$ cat config.mk
export PLATFORM = sky130hd
export DESIGN_NAME = mw_eeprom_reader
export DESIGN_NICKNAME = d
export VERILOG_FILES = /design/src/rtl/mw_rd_pkg.sv /design/src/rtl/mw_rd_timer.sv /design/src/rtl/mw_rd_csum.sv /design/src/rtl/mw_rd_seq.sv /design/src/rtl/mw_eeprom_reader.sv
export SDC_FILE = /design/constraint.sdc
export NUM_CORES = 1
export LEC_CHECK = 0
export CORE_UTILIZATION = 40
export CTS_CLUSTER_DIAMETER = 40
export DETAILED_ROUTE_END_ITERATION = 12
export PLACE_DENSITY = 0.68
export SYNTH_ARGS = -nofsm -noshare
export SYNTH_HDL_FRONTEND = slang
export SYNTH_SLANG_ARGS = --single-unit
$ cat constraint.sdc
create_clock -name clk_i -period 2.5 [get_ports clk_i]
set_input_delay 0.25 -clock clk_i [delete_from_list [all_inputs] [get_ports clk_i]]
set_output_delay 0.25 -clock clk_i [all_outputs]
set_load 0.01 [all_outputs]
$ cat src/rtl/mw_rd_pkg.sv
package mw_rd_pkg;
  typedef enum logic [1:0] {ST_IDLE, ST_CMD, ST_DATA, ST_STOP} mw_state_e;
  localparam logic [2:0] MW_READ_HDR = 3'b110;  // start bit + read opcode
endpackage

$ cat src/rtl/mw_rd_timer.sv
module mw_rd_timer #(
  parameter int HOLD_CYC = 100
) (
  input  logic clk_i,
  input  logic rst_ni,
  input  logic run_i,
  output logic tick_o
);
  localparam int CW = (HOLD_CYC > 1) ? $clog2(HOLD_CYC) : 1;
  localparam logic [CW-1:0] LAST = CW'(HOLD_CYC - 1);

  logic [CW-1:0] cnt_q;

  assign tick_o = run_i && (cnt_q == LAST);

  always_ff @(posedge clk_i or negedge rst_ni) begin
    if (!rst_ni)      cnt_q <= '0;
    else if (!run_i)  cnt_q <= '0;
    else if (tick_o)  cnt_q <= '0;
    else              cnt_q <= cnt_q + 1'b1;
  end
endmodule

$ cat src/rtl/mw_rd_csum.sv
module mw_rd_csum #(
  parameter int          WORD_W = 16,
  parameter logic [15:0] TARGET = 16'h1234
) (
  input  logic              clk_i,
  input  logic              rst_ni,
  input  logic              clr_i,
  input  logic              add_i,
  input  logic [WORD_W-1:0] word_i,
  output logic              match_o
);
  logic [WORD_W-1:0] acc_q;

  assign match_o = (acc_q == WORD_W'(TARGET));

  always_ff @(posedge clk_i or negedge rst_ni) begin
    if (!rst_ni)     acc_q <= '0;
    else if (clr_i)  acc_q <= '0;
    else if (add_i)  acc_q <= acc_q + word_i;  // modular wrap intended
  end
endmodule

$ cat src/rtl/mw_rd_seq.sv
module mw_rd_seq
  import mw_rd_pkg::*;
#(
  parameter int ADDR_W  = 6,
  parameter int WORD_W  = 16,
  parameter int N_WORDS = 64
) (
  input  logic              clk_i,
  input  logic              rst_ni,
  input  logic              start_i,
  input  logic              tick_i,
  input  logic              do_i,
  output logic              run_o,
  output logic              cs_o,
  output logic              sk_o,
  output logic              di_o,
  output logic              word_valid_o,
  output logic [ADDR_W-1:0] word_addr_o,
  output logic [WORD_W-1:0] word_data_o,
  output logic              fin_ok_o,
  output logic              fin_err_o
);
  localparam int CMD_W = 3 + ADDR_W;
  localparam int MAX_W = (CMD_W > WORD_W) ? CMD_W : WORD_W;
  localparam int BIT_W = $clog2(MAX_W);
  localparam logic [BIT_W-1:0]  CMD_LAST  = BIT_W'(CMD_W - 1);
  localparam logic [BIT_W-1:0]  WORD_LAST = BIT_W'(WORD_W - 1);
  localparam logic [ADDR_W-1:0] ADDR_LAST = ADDR_W'(N_WORDS - 1);

  mw_state_e         state_q;
  logic              ph_q;      // serial clock level
  logic [BIT_W-1:0]  bit_q;
  logic [ADDR_W-1:0] addr_q;
  logic [CMD_W-1:0]  cmd_q;
  logic [WORD_W-1:0] sh_q;
  logic              slot_end;  // falling edge of the serial clock

  assign slot_end = tick_i && ph_q;
  assign run_o    = (state_q != ST_IDLE);
  assign cs_o     = (state_q == ST_CMD) || (state_q == ST_DATA);
  assign sk_o     = ph_q;
  assign di_o     = (state_q == ST_CMD) && cmd_q[CMD_W-1];

  always_ff @(posedge clk_i or negedge rst_ni) begin
    if (!rst_ni) begin
      state_q      <= ST_IDLE;
      ph_q         <= 1'b0;
      bit_q        <= '0;
      addr_q       <= '0;
      cmd_q        <= '0;
      sh_q         <= '0;
      word_valid_o <= 1'b0;
      word_addr_o  <= '0;
      word_data_o  <= '0;
      fin_ok_o     <= 1'b0;
      fin_err_o    <= 1'b0;
    end else begin
      word_valid_o <= 1'b0;
      fin_ok_o     <= 1'b0;
      fin_err_o    <= 1'b0;
      if (tick_i && !ph_q) ph_q <= 1'b1;
      if (slot_end)        ph_q <= 1'b0;
      unique case (state_q)
        ST_IDLE: begin
          ph_q <= 1'b0;
          if (start_i) begin
            state_q <= ST_CMD;
            addr_q  <= '0;
            bit_q   <= '0;
            cmd_q   <= {MW_READ_HDR, {ADDR_W{1'b0}}};
          end
        end
        ST_CMD: if (slot_end) begin
          cmd_q <= cmd_q << 1;
          if (bit_q == CMD_LAST) begin
            bit_q <= '0;
            if (do_i) begin
              state_q   <= ST_IDLE;   // bad dummy bit: abort
              fin_err_o <= 1'b1;
            end else begin
              state_q <= ST_DATA;
            end
          end else begin
            bit_q <= bit_q + 1'b1;
          end
        end
        ST_DATA: if (slot_end) begin
          sh_q <= {sh_q[WORD_W-2:0], do_i};
          if (bit_q == WORD_LAST) begin
            bit_q        <= '0;
            state_q      <= ST_STOP;
            word_valid_o <= 1'b1;
            word_addr_o  <= addr_q;
            word_data_o  <= {sh_q[WORD_W-2:0], do_i};
          end else begin
            bit_q <= bit_q + 1'b1;
          end
        end
        ST_STOP: if (slot_end) begin
          if (addr_q == ADDR_LAST) begin
            state_q  <= ST_IDLE;
            fin_ok_o <= 1'b1;
          end else begin
            addr_q  <= addr_q + 1'b1;
            cmd_q   <= {MW_READ_HDR, addr_q + 1'b1};
            state_q <= ST_CMD;
          end
        end
        default: state_q <= ST_IDLE;
      endcase
    end
  end
endmodule

$ cat src/rtl/mw_eeprom_reader.sv
module mw_eeprom_reader #(
  parameter int          HOLD_CYC = 100,
  parameter int          ADDR_W   = 6,
  parameter int          WORD_W   = 16,
  parameter int          N_WORDS  = 64,
  parameter logic [15:0] TARGET   = 16'h1234
) (
  input  logic              clk_i,
  input  logic              rst_ni,
  input  logic              start_i,
  output logic              mw_cs_o,
  output logic              mw_sk_o,
  output logic              mw_di_o,
  input  logic              mw_do_i,
  output logic              busy_o,
  output logic              word_valid_o,
  output logic [ADDR_W-1:0] word_addr_o,
  output logic [WORD_W-1:0] word_data_o,
  output logic              done_o,
  output logic              image_ok_o,
  output logic              proto_err_o
);
  logic tick, run, fin_ok, fin_err, sum_match;

  mw_rd_timer #(.HOLD_CYC(HOLD_CYC)) u_timer (
    .clk_i, .rst_ni, .run_i(run), .tick_o(tick)
  );

  mw_rd_seq #(.ADDR_W(ADDR_W), .WORD_W(WORD_W), .N_WORDS(N_WORDS)) u_seq (
    .clk_i, .rst_ni, .start_i, .tick_i(tick), .do_i(mw_do_i),
    .run_o(run), .cs_o(mw_cs_o), .sk_o(mw_sk_o), .di_o(mw_di_o),
    .word_valid_o, .word_addr_o, .word_data_o,
    .fin_ok_o(fin_ok), .fin_err_o(fin_err)
  );

  mw_rd_csum #(.WORD_W(WORD_W), .TARGET(TARGET)) u_csum (
    .clk_i, .rst_ni, .clr_i(start_i && !run), .add_i(word_valid_o),
    .word_i(word_data_o), .match_o(sum_match)
  );

  assign busy_o = run;

  always_ff @(posedge clk_i or negedge rst_ni) begin
    if (!rst_ni) begin
      done_o      <= 1'b0;
      image_ok_o  <= 1'b0;
      proto_err_o <= 1'b0;
    end else begin
      done_o <= fin_ok || fin_err;
      if (fin_err) begin
        image_ok_o  <= 1'b0;
        proto_err_o <= 1'b1;
      end else if (fin_ok) begin
        image_ok_o  <= sum_match;
        proto_err_o <= 1'b0;
      end
    end
  end
endmodule

Word level (Yosys, flattened, before mapping). Cells that the tools add are included.

Word-level logic and storage cells: 103. Input bits: 4. Register bits after elaboration: 88. Output and inout bits: 30.

Add/sub/neg operators: 4. Reductions and logical operators: 23. Multiplexer cells: 45. Eq/ne operators: 15.

Operator list (count): 2-to-1 mux 9 bit (4); 2-to-1 mux 16 bit (2); one-hot mux 9 bit (3 select lines) (1); 2-to-1 mux 4 bit (5); 2-to-1 mux 1 bit (18); 2-to-1 mux 6 bit (3); adder 16 bit (1); == test 16 x 13 -> 1 bit (second input constant) (1); 2-to-1 mux 2 bit (7); 2-to-1 mux 7 bit (2); one-hot mux 4 bit (3 select lines) (1); one-hot mux 6 bit (2 select lines) (1); nonzero test 3 bit (3); == test 4 bit (second input constant) (2); inequality test 2 bit (second input constant) (4); one-hot mux 2 bit (4 select lines) (1); AND reduction 4 bit (2); nonzero test 2 bit (4); adder 7 x 1 -> 7 bit (second input constant) (1); == test 7 bit (second input constant) (1); adder 6 x 1 -> 6 bit (second input constant) (1); == test 6 bit (second input constant) (1); inequality test 2 x 1 -> 1 bit (second input constant) (3); AND reduction 6 bit (1); other kinds (10) (17).

Longest topological paths before layout. Gate-level depths: netlist of the first run.

Depth in word-level cells: 6. Depth in mapped cells: 9. Gate-level depth less buffers: 8.

Hierarchy. From an unflattened synthesis of the first run, not the netlist that was laid out.

Cells, all modules: 432. Area total of the unflattened synthesis: 4799.6 µm².

Modules (own cells, without submodules): mw_rd_seq (area each 2906.5 µm², times used 1, cells each 225, seq. area each 1551.5 µm²); mw_rd_csum (area each 1411.4 µm², times used 1, cells each 162, seq. area each 400.4 µm²); mw_rd_timer (area each 369.1 µm², times used 1, cells each 36, seq. area each 175.2 µm²); mw_eeprom_reader (area each 112.6 µm², times used 1, cells each 9, seq. area each 75.1 µm²).

Worst setup path after synthesis of the first run. No wires, ideal clock.

Path kind: register to register. Start: register u_timer.cnt_q[0]. End: register u_seq.word_data_o[10]. Arrival time: 2.295 ns. Data required time: 2.375 ns. Period minus slack after synthesis: 2.421 ns. Library setup time: 0.125 ns. Slack: 0.079 ns. Stages on the path, launching flop included: 10. Path buffers: 2. Path through: dfrtp_1 ha_1 nor4b_2 nand3_2 nor3b_4 nand2_4 or3_1 buf_6 buf_8 mux2_4.

Longest elaborated chain between the ends: 4.

Ends and longest elaborated chain: from (decl) (RTL line mw_rd_timer.sv:12) `logic [CW-1:0] cnt_q;`; from (signal assigned) (RTL line mw_rd_timer.sv:20) `else cnt_q <= cnt_q + 1'b1;`; == test 7 bit (RTL line mw_rd_timer.sv:14) `assign tick_o = run_i && (cnt_q == LAST);`; logical AND 1 bit (RTL line mw_rd_timer.sv:14); logical AND 1 bit (RTL line mw_rd_seq.sv:38) `assign slot_end = tick_i && ph_q;`; AND reduction 3 bit (no line); to (signal assigned) (RTL line mw_rd_seq.sv:94) `word_data_o <= {sh_q[WORD_W-2:0], do_i};`; to (decl) (RTL line mw_rd_seq.sv:19) `output logic [WORD_W-1:0] word_data_o,`.

Every way passes these cells. A chain may end at the register's enable or synchronous reset.

Worst setup path after layout of the first run.
Start: register u_timer.cnt_q[0]. End: register u_seq.word_data_o[4].

The elaborated chain is that of the path after synthesis.

==> results by group, run 1 <==
Final layout
  – Core Util, Final: 49.2%
  – Leading cell type in the layout, fill and taps excluded: dfrtp_1
  – Net count, final: roughly 500
  – Most frequent cells in the layout: 88 x dfrtp_1, 44 x nand2_1, 32 x nor2_1, 32 x clkdlybuf4s50_1, 27 x mux2_2
  – FILL cells: between 1000 and 1500
  – Share of cells above drive strength 1: a little under a fifth
  – Non-filler instance count after layout: between 600 and 700
  – Ant. Diodes: 0
  – Multi-input logic area: ~2400 µm²
  – Register area: around 2200 µm²
  – Area growth syn-to-layout: 19.4%

Clock network
  – Clock sinks: 88
  – CTS tree: yes
  – Clk Latency, worst-skew pair: roughly 0.34 ns
  – Clock root buffer: clkbuf_16
  – CTS Buffer Depth: 2
  – H-tree level count: 3
  – Clock Pin Slew Worst Setup and Hold Paths: approximately 0.060 ns
  – Inserted Clock Buffers: 9

Floorplan
  – CORE AREA: 11500 µm²
  – Io pins: 34
  – Die ar.: 12300 µm²
  – Num rows: 39
  – Initial Utilization: between 40 and 50%
  – Die width: approximately 110 µm
  – Vert. Die Dim: between 100 and 150 µm

Synthesis
  – Yosys cell types: 57
  – Dominant cell type by area after synthesis: dfrtp_1
  – Net Count, Synth: 463
  – Yosys top cell area share: a little under half
  – Sequential element share of the synthesized area: between 40% and 50%
  – Synth warnings: 0
  – Number of synthesized register bits: approximately 90
  – Area of the mapped netlist: between 4000 and 5000 µm²
  – Main synth FF type: dfrtp_1
  – Average size of a mapped cell: about 11 µm²
  – Syn Inst Count: about 430
  – Async set-or-reset flop fraction in the synthesized netlist: between 90% and 100%
  – Main area contributors after synthesis: dfrtp_1 47%, ha_1 6.6%, mux2_2 6.4%, mux2_4 6.0%, nand2_1 3.5%
  – EDFF count, synth: 0

Timing
  – Final setup viols: 0
  – Worst slew pin tran: a little under 0.8 ns
  – Max Slew Vio Count: 0
  – Setup TNS: 0 ns
  – Max_slew headroom: between 40% and 50%
  – Fmax: 0.421 GHz
  – Crit share post-route: ~95%
  – Crit path time final: ~2.4 ns
  – RSZ-0062 raised after global routing: no
  – Final hold vios: 0
  – Fin Clk Skew: 0.00496 ns

Placed design
  – Hpwl dp: around 6900 µm
  – Routability cong.: between 0.8 and 0.9
  – DP Cell Count: just over 600
  – Port Buffer Count: 33

Routing
  – Drt via density: between 5 and 6
  – Met2 WL post-DR: 4640 µm
  – Antenna-violating nets left: 0
  – WL met3: around 290 µm
  – Vias: between 3000 and 4000
  – Residual DRC count: 0
  – First drt pass iteration count: 4
  – Initial DRC Count: between 100 and 150
  – Routed wire per std cell: 14.9 µm
  – Met1 wire length: 4280 µm
  – Drt total wl: between 9000 and 10000 µm
  – DR top layer: met4

Job
  – Max cap viols: 0

Power
  – Power Density: around 520 nW/µm²
  – Part of the power in combinational logic: roughly 2%
  – Static Leak: ~2.7 nW
  – Reg power frac: between 40% and 50%
  – Clock group share of total power: between 40% and 50%
  – Sw Ratio: roughly a fifth
  – Worst vdd ir: about 0.43 mV
  – Switch Pwr: a little under 0.6 mW
  – P_int: about 2.4 mW

Worst setup path
  – Max stage delay cell, worst path: or3_4
  – Startpoint Class: flop
  – Crit path kind: flop to flop
  – CP Capture Type: flop
  – Worst EP required: roughly 2.7 ns
  – CP max stage delay: approximately 0.39 ns
  – WP data arrival: roughly 2.6 ns
  – CP Max Fanout: 23
  – Worst-path cell chain: ha_2 > nor4b_4 > nand3_2 > nor3b_4 > nand2_4 > or3_4 > buf_12 > mux2_4
  – Top delay family on crit path: simple AND/OR/NAND/NOR gates
  – WP buf/inv: 1

Global route
  – Grt ovf: 0
  – Vias in the first global route: between 3000 and 4000
  – Largest net degree at the start of global routing: slightly above 50
  – Initial antenna violation count: 0
  – Total GRT Usage: 16.5%
  – First-pass GRT wire length: 16200 µm

Run status
  – Outcome: finished, final reports clean

Hold path
  – HP Class: input pin to async pin
stage by stage:
stage,total power [mW],setup WS [ns],instance area (µm²),hold WS [ns]
4_1_cts,2.98,0.0454,5610,0.440
2_1_floorplan,1.47,0.0794,4730,-0.0456
5_1_grt,3.05,0.00106,5640,0.464
3_5_place_dp,1.51,0.00361,5260,0.263
3_3_place_gp,1.51,0.143,5260,0.261
6_report,2.94,0.126,5640,0.422
final timing paths:
path	start	end	slack (ns)	cells after the start
max	u_timer.cnt_q[0]$_DFF_PN0_	u_seq.word_data_o[4]$_DFFE_PN0P_	0.13	8
min	rst_ni	u_csum.acc_q[11]$_DFFE_PN0P_	0.42	2
max reg2reg	u_timer.cnt_q[0]$_DFF_PN0_	u_seq.word_data_o[4]$_DFFE_PN0P_	0.13	8
min reg2reg	u_timer.cnt_q[0]$_DFF_PN0_	u_timer.cnt_q[0]$_DFF_PN0_	0.46	1
max in group asynchronous	rst_ni	u_seq.cmd_q[7]$_DFFE_PN0P_	1.46	3
min in group clk_i	u_timer.cnt_q[0]$_DFF_PN0_	u_timer.cnt_q[0]$_DFF_PN0_	0.46	1
cell families (layout without fill, tap and decap cells):
family          count (synthesis)  in the layout  synth area share, %
compound gates                 77             77                 10.6
xor+xnor                       17             17                 3.15
fa+ha+maj                      26             26                 7.04
buf+inv                        30             80                 3.12
flops                          88             88                 46.6
mux                            54             54                 14.2
simple gates                  141            141                 15.3
worst register-to-register path, delay by kind of cell (launching register included):
kind	cells	cell delay [ns]
adders and majority gates	1	0.22
buffers and inverters	1	0.18
and+or+nand+nor	5	1.17
muxes	1	0.32
DFF	1	0.37
synthesized netlist by cell type (4+ instances only):
master / n
a211oi_1: 7
nand2_1: 44
nor2_1: 32
nand3b_1: 4
nand4_1: 4
nand3_1: 10
o21ai_0: 22
dfrtp_1: 88
a21oi_1: 14
nor2b_1: 4
xor2_1: 7
a21o_1: 11
mux2_2: 27
ha_1: 25
xnor2_1: 10
nor3_1: 9
and3_1: 5
mux2i_1: 8
clkbuf_1: 11
o31ai_1: 5
mux2_4: 19
inv_1: 15
nand2b_1: 6
metal layers:
layer	up-vias	global-route usage (%)
met5	-	0
met4	0	5.07
met3	8	4.26
met2	51	27.5
met1	1639	20.9
li1	1632	-
state kept, by name (all words and copies together), names as in the netlist, 4 cells and up, named ones only:
register	count
u_csum.acc_q	16
u_seq.word_data_o	16
u_seq.sh_q	15
u_seq.cmd_q	9
u_timer.cnt_q	7
u_seq.addr_q	6
u_seq.word_addr_o	6
u_seq.bit_q	4
repair_timing:
item	in CTS	in global routing
endpoints found under the hold margin	38	0
hold buffers	1	0
setup endpoints to repair	19	31
resized for setup	1	6
gates cloned	0	0
pin swaps	0	2
buffers inserted	0	3
area by class of cell:
class,count,share of cell area [%]
sequential,88,39.0
clock inverter,6,1.60
multi-input combinational,315,42.6
clock buffer,10,4.23
tap,143,3.17
inverter,15,0.998
timing repair buffer,49,8.42
power by group through the flow:
stage          logic, mW  registers [mW]  clock network (mW)
2_1_floorplan     0.0155            1.45                   0
3_3_place_gp      0.0578            1.45                   0
3_5_place_dp      0.0588            1.45                   0
4_1_cts           0.0601            1.43                1.49
5_1_grt           0.0670            1.43                1.56
6_report          0.0575            1.43                1.45
No activity file was read; power rests on OpenSTA's default activity.
==> run 2, diff against run 1 <==
SYNTH_HIERARCHICAL = 1   (was not set)
==> results by group, run 2 <==
Synthesis
  – EDFF count, synth: 0 (unchanged)
  – Count leader, synth: dfrtp_1
  – Syn Inst Count: 432 (-0.23%)
  – Net Count, Synth: 460 (-0.65%)
  – Area of the mapped netlist: 4800 µm² (+1.5%)
  – Yosys top cell area share: 45.9% (-0.70 points)
  – Yosys cell types: 73 (+28%)
  – Main synth FF type: dfrtp_1
  – Sequential element share of the synthesized area: 45.9% (-0.70 points)
  – Main area contributors after synthesis: dfrtp_1 46%, mux2_2 9.4%, ha_1 6.0%, mux2i_1 3.1%, nor2_1 2.5%
  – Synth Area in Simple Gates: 14.7% (-0.62 points)
  – Async set-or-reset flop fraction in the synthesized netlist: 100% (unchanged)
  – Most instantiated cells after synthesis: 88 x dfrtp_1, 40 x mux2_2, 32 x nor2_1
  – Area share of fa/ha/maj cells after synthesis: 6.41% (-0.63 points)
  – Number of synthesized register bits: 88 (unchanged)
  – XOR/XNOR share of the synthesized area: 1.82% (-1.3 points)
  – Dominant cell type by area after synthesis: dfrtp_1
  – Synth warnings: 6 (+6)
  – Largest family of logic cells by synthesized area: simple AND/OR/NAND/NOR gates
  – Post-synthesis compound-gate area fraction: 13.8% (+3.2 points)
  – Share of cell area taken by muxes after synthesis: 14.5% (+0.39 points)
  – Average size of a mapped cell: 11.1 µm² (+1.8%)

Final layout
  – Non-filler instance count after layout: 631 (+0.80%)
  – Ant. Diodes: 0 (unchanged)
  – Share of cells above drive strength 1: 21.5% (+2.7 points)
  – Top flop regs: u_csum/acc_q: 16 flops, u_seq/word_data_o: 16 flops, u_seq/sh_q: 15 flops
  – Net count, final: 512 (+0.79%)
  – Most frequent cells in the layout: 88 x dfrtp_1, 40 x mux2_2, 32 x nor2_1, 32 x clkdlybuf4s50_1, 23 x ha_1
  – Leading cell type in the layout, fill and taps excluded: dfrtp_1
  – Cell area after layout: 5760 µm² (+2.0%)
  – Area growth syn-to-layout: 20.0%
  – FILL cells: 1023 (+0.59%)
  – Core Util, Final: 49.8% (+0.58 points)

Worst setup path
  – WP data arrival: 2.64 ns (+0.05 ns)
  – CP Capture Type: flop
  – Startpoint Class: flop
  – CP Max Fanout: 4 (-83%)
  – Worst EP required: 2.72 ns (about the same)
  – Crit path kind: flop to flop

Global route
  – Vias in the first global route: 3472 (+2.7%)
  – Largest net degree at the start of global routing: 51 (unchanged)
  – Total GRT Usage: 17.5% (+1.0 points)
  – First-pass GRT wire length: 17400 µm (+6.9%)
  – Initial antenna violation count: 0 (unchanged)
  – Grt ovf: 0 (unchanged)

Power
  – Power Density: 497 nW/µm² (-4.4%)
  – Static Leak: 2.67 nW (-2.4%)
  – Worst vdd ir: 0.245 mV (-43%)

Routing
  – Initial DRC Count: 185 (+41%)
  – Antenna-violating nets left: 0 (unchanged)
  – Vias: 3544 (+6.4%)
  – Routed wire per std cell: 16.4 µm (+9.9%)
  – Residual DRC count: 6 (+6)
  – Drt total wl: 10300 µm (+11%)
  – First drt pass iteration count: 10 (+6)
  – Drt via density: 5.62 (+5.6%)

Clock network
  – CTS Buffer Depth: 2 (unchanged)
  – CTS tree: yes
  – Inserted Clock Buffers: 9 (unchanged)
  – Clock root buffer: clkbuf_16
  – Clock sinks: 88 (unchanged)
  – Clock Pin Slew Worst Setup and Hold Paths: 0.07 ns (about the same)
  – H-tree level count: 3 (unchanged)
  – Clk Latency, worst-skew pair: 0.34 ns (about the same)

Hold path
  – HP Class: input pin to async pin

Timing
  – Final WS setup: 0.0812 ns (-0.0451 ns)
  – Max_slew headroom: 57.8% (+9.5 points)
  – Crit share post-route: 96.8% (+1.8 points)
  – RSZ-0062 raised after global routing: yes
  – Max Slew Vio Count: 0 (unchanged)
  – Fmax: 0.413 GHz (-1.9%)
  – Final setup viols: 0 (unchanged)
  – Final hold vios: 0 (unchanged)
  – Hold slack final: 0.420 ns (-0.00211 ns)
  – Fin Clk Skew: 0.00741 ns (+0.00245 ns)
  – Crit path time final: 2.42 ns (+0.0451 ns)
  – Worst slew pin tran: 0.633 ns (-0.137 ns)

Placed design
  – DP Cell Count: 612 (+0.99%)
  – Routability cong.: 0.876 (+6.8%)
  – Hpwl dp: 7220 µm (+5.0%)
  – Setup WS pre-CTS: 0.0558 ns (+0.0522 ns)
  – Port Buffer Count: 33 (unchanged)
  – Dpl cell area: 5400 µm² (+2.6%)

Run status
  – Outcome: complete, but fails checks
  – Violated checks: design-rule violations

Floorplan
  – Io pins: 34 (unchanged)
  – Initial Utilization: 41.5% (+0.28 points)
  – Die width: 112 µm (+0.75%)
  – Vert. Die Dim: 112 µm (+0.75%)
  – CORE AREA: 11600 µm² (+0.85%)
  – Die ar.: 12400 µm² (+1.5%)
  – Num rows: 39 (unchanged)

Job
  – Max cap viols: 0 (unchanged)
==> run 2: changes by cell type in the layout (fill, tap and decap cells not counted), sizes merged, moves of 4 or more <==
| cell | previous run | this run |
|---|---|---|
| mux2i | 8 | 15 |
| xnor2 | 10 | 6 |
| nor4 | 2 | 7 |
| a21o | 11 | 6 |
| nor2b | 4 | 8 |
| nand3 | 11 | 16 |
| o211ai | 2 | 8 |
| buf | 16 | 20 |
| inv | 17 | 21 |
| nand2 | 45 | 22 |
| nand2b | 6 | 10 |
| o21ai | 23 | 16 |
==> run 2: layout make-up <==
| type | instances | area, µm² | area share [%] |
|---|---|---|---|
| Inverter | 20 | 75.1 | 1.30 |
| Multi-Input combinational cell | 312 | 2510 | 43.6 |
| Sequential cell | 88 | 2200 | 38.2 |
| Tap cell | 143 | 179 | 3.11 |
| Clock buffer | 11 | 243 | 4.21 |
| Clock inverter | 4 | 53.8 | 0.934 |
| Timing Repair Buffer | 53 | 493 | 8.56 |
==> run 2: metal layers <==
layer | GRT usage [%] | part of all wire [%] | up-vias | wire length (µm)
met5 | 0 | 0 | - | 0
met4 | 5.41 | 1.9 | 0 | 196
met3 | 3.92 | 3.6 | 21 | 373
met2 | 28.3 | 47 | 82 | 4900
met1 | 23.4 | 47 | 1762 | 4860
li1 | - | - | 1679 | -
==> run 2: final timing paths <==
check                      slack (ns)                        startpoint  cells after the start                           end
setup / recovery                 0.08  u_seq/word_data_o[1]$_DFFE_PN0P_                      8  u_csum/acc_q[15]$_DFFE_PN0P_
hold / removal                   0.42                            rst_ni                      2     u_seq/sh_q[8]$_DFFE_PN0N_
setup reg to reg                 0.08  u_seq/word_data_o[1]$_DFFE_PN0P_                      8  u_csum/acc_q[15]$_DFFE_PN0P_
hold reg to reg                  0.46         u_seq/fin_err_o$_DFF_PN0_                      1        image_ok_o$_DFFE_PN0P_
max in group asynchronous        1.43                            rst_ni                      3  u_seq/state_q[0]$_DFFE_PN0P_
min in group clk_i               0.46         u_seq/fin_err_o$_DFF_PN0_                      1        image_ok_o$_DFFE_PN0P_
==> run 2: cells by family (layout without fill, tap and decap cells) <==
kind of cell	count (synthesis)	after routing
simple gates	132	132
flops	88	88
fa+ha+maj	24	24
compound gates	84	84
buf+inv	32	88
xor+xnor	10	10
mux	62	62
==> run 2: power breakdown <==
part / switching (mW) / internal, mW
logic: 0.0473 / 0.0247
clock network: 0.551 / 0.800
registers: 0.00803 / 1.43
total: 0.607 / 2.26
==> run 2: timing repair <==
item,CTS,global route
buffers inserted,0,3
setup endpoints to repair,0,14
gates resized for setup,0,8
hold buffers,1,0
endpoints found under the hold margin,38,0
==> run 2: through the flow <==
stage	setup TNS [ns]	total power [mW]
floorplan	0	1.49
global placement	0	1.54
detailed placement	0	1.54
CTS	0	2.91
global route	-0.0356	2.97
finish	0	2.86
==> run 2: worst max-delay path: stages (launching register included) <==
cell and delay (ns):
dfrtp_1 0.41, ha_1 0.31, a21oi_1 0.22, nor2_1 0.11, o211ai_1 0.27, o211ai_2 0.17
o31ai_2 0.23, mux2i_1 0.24, mux2_1 0.34
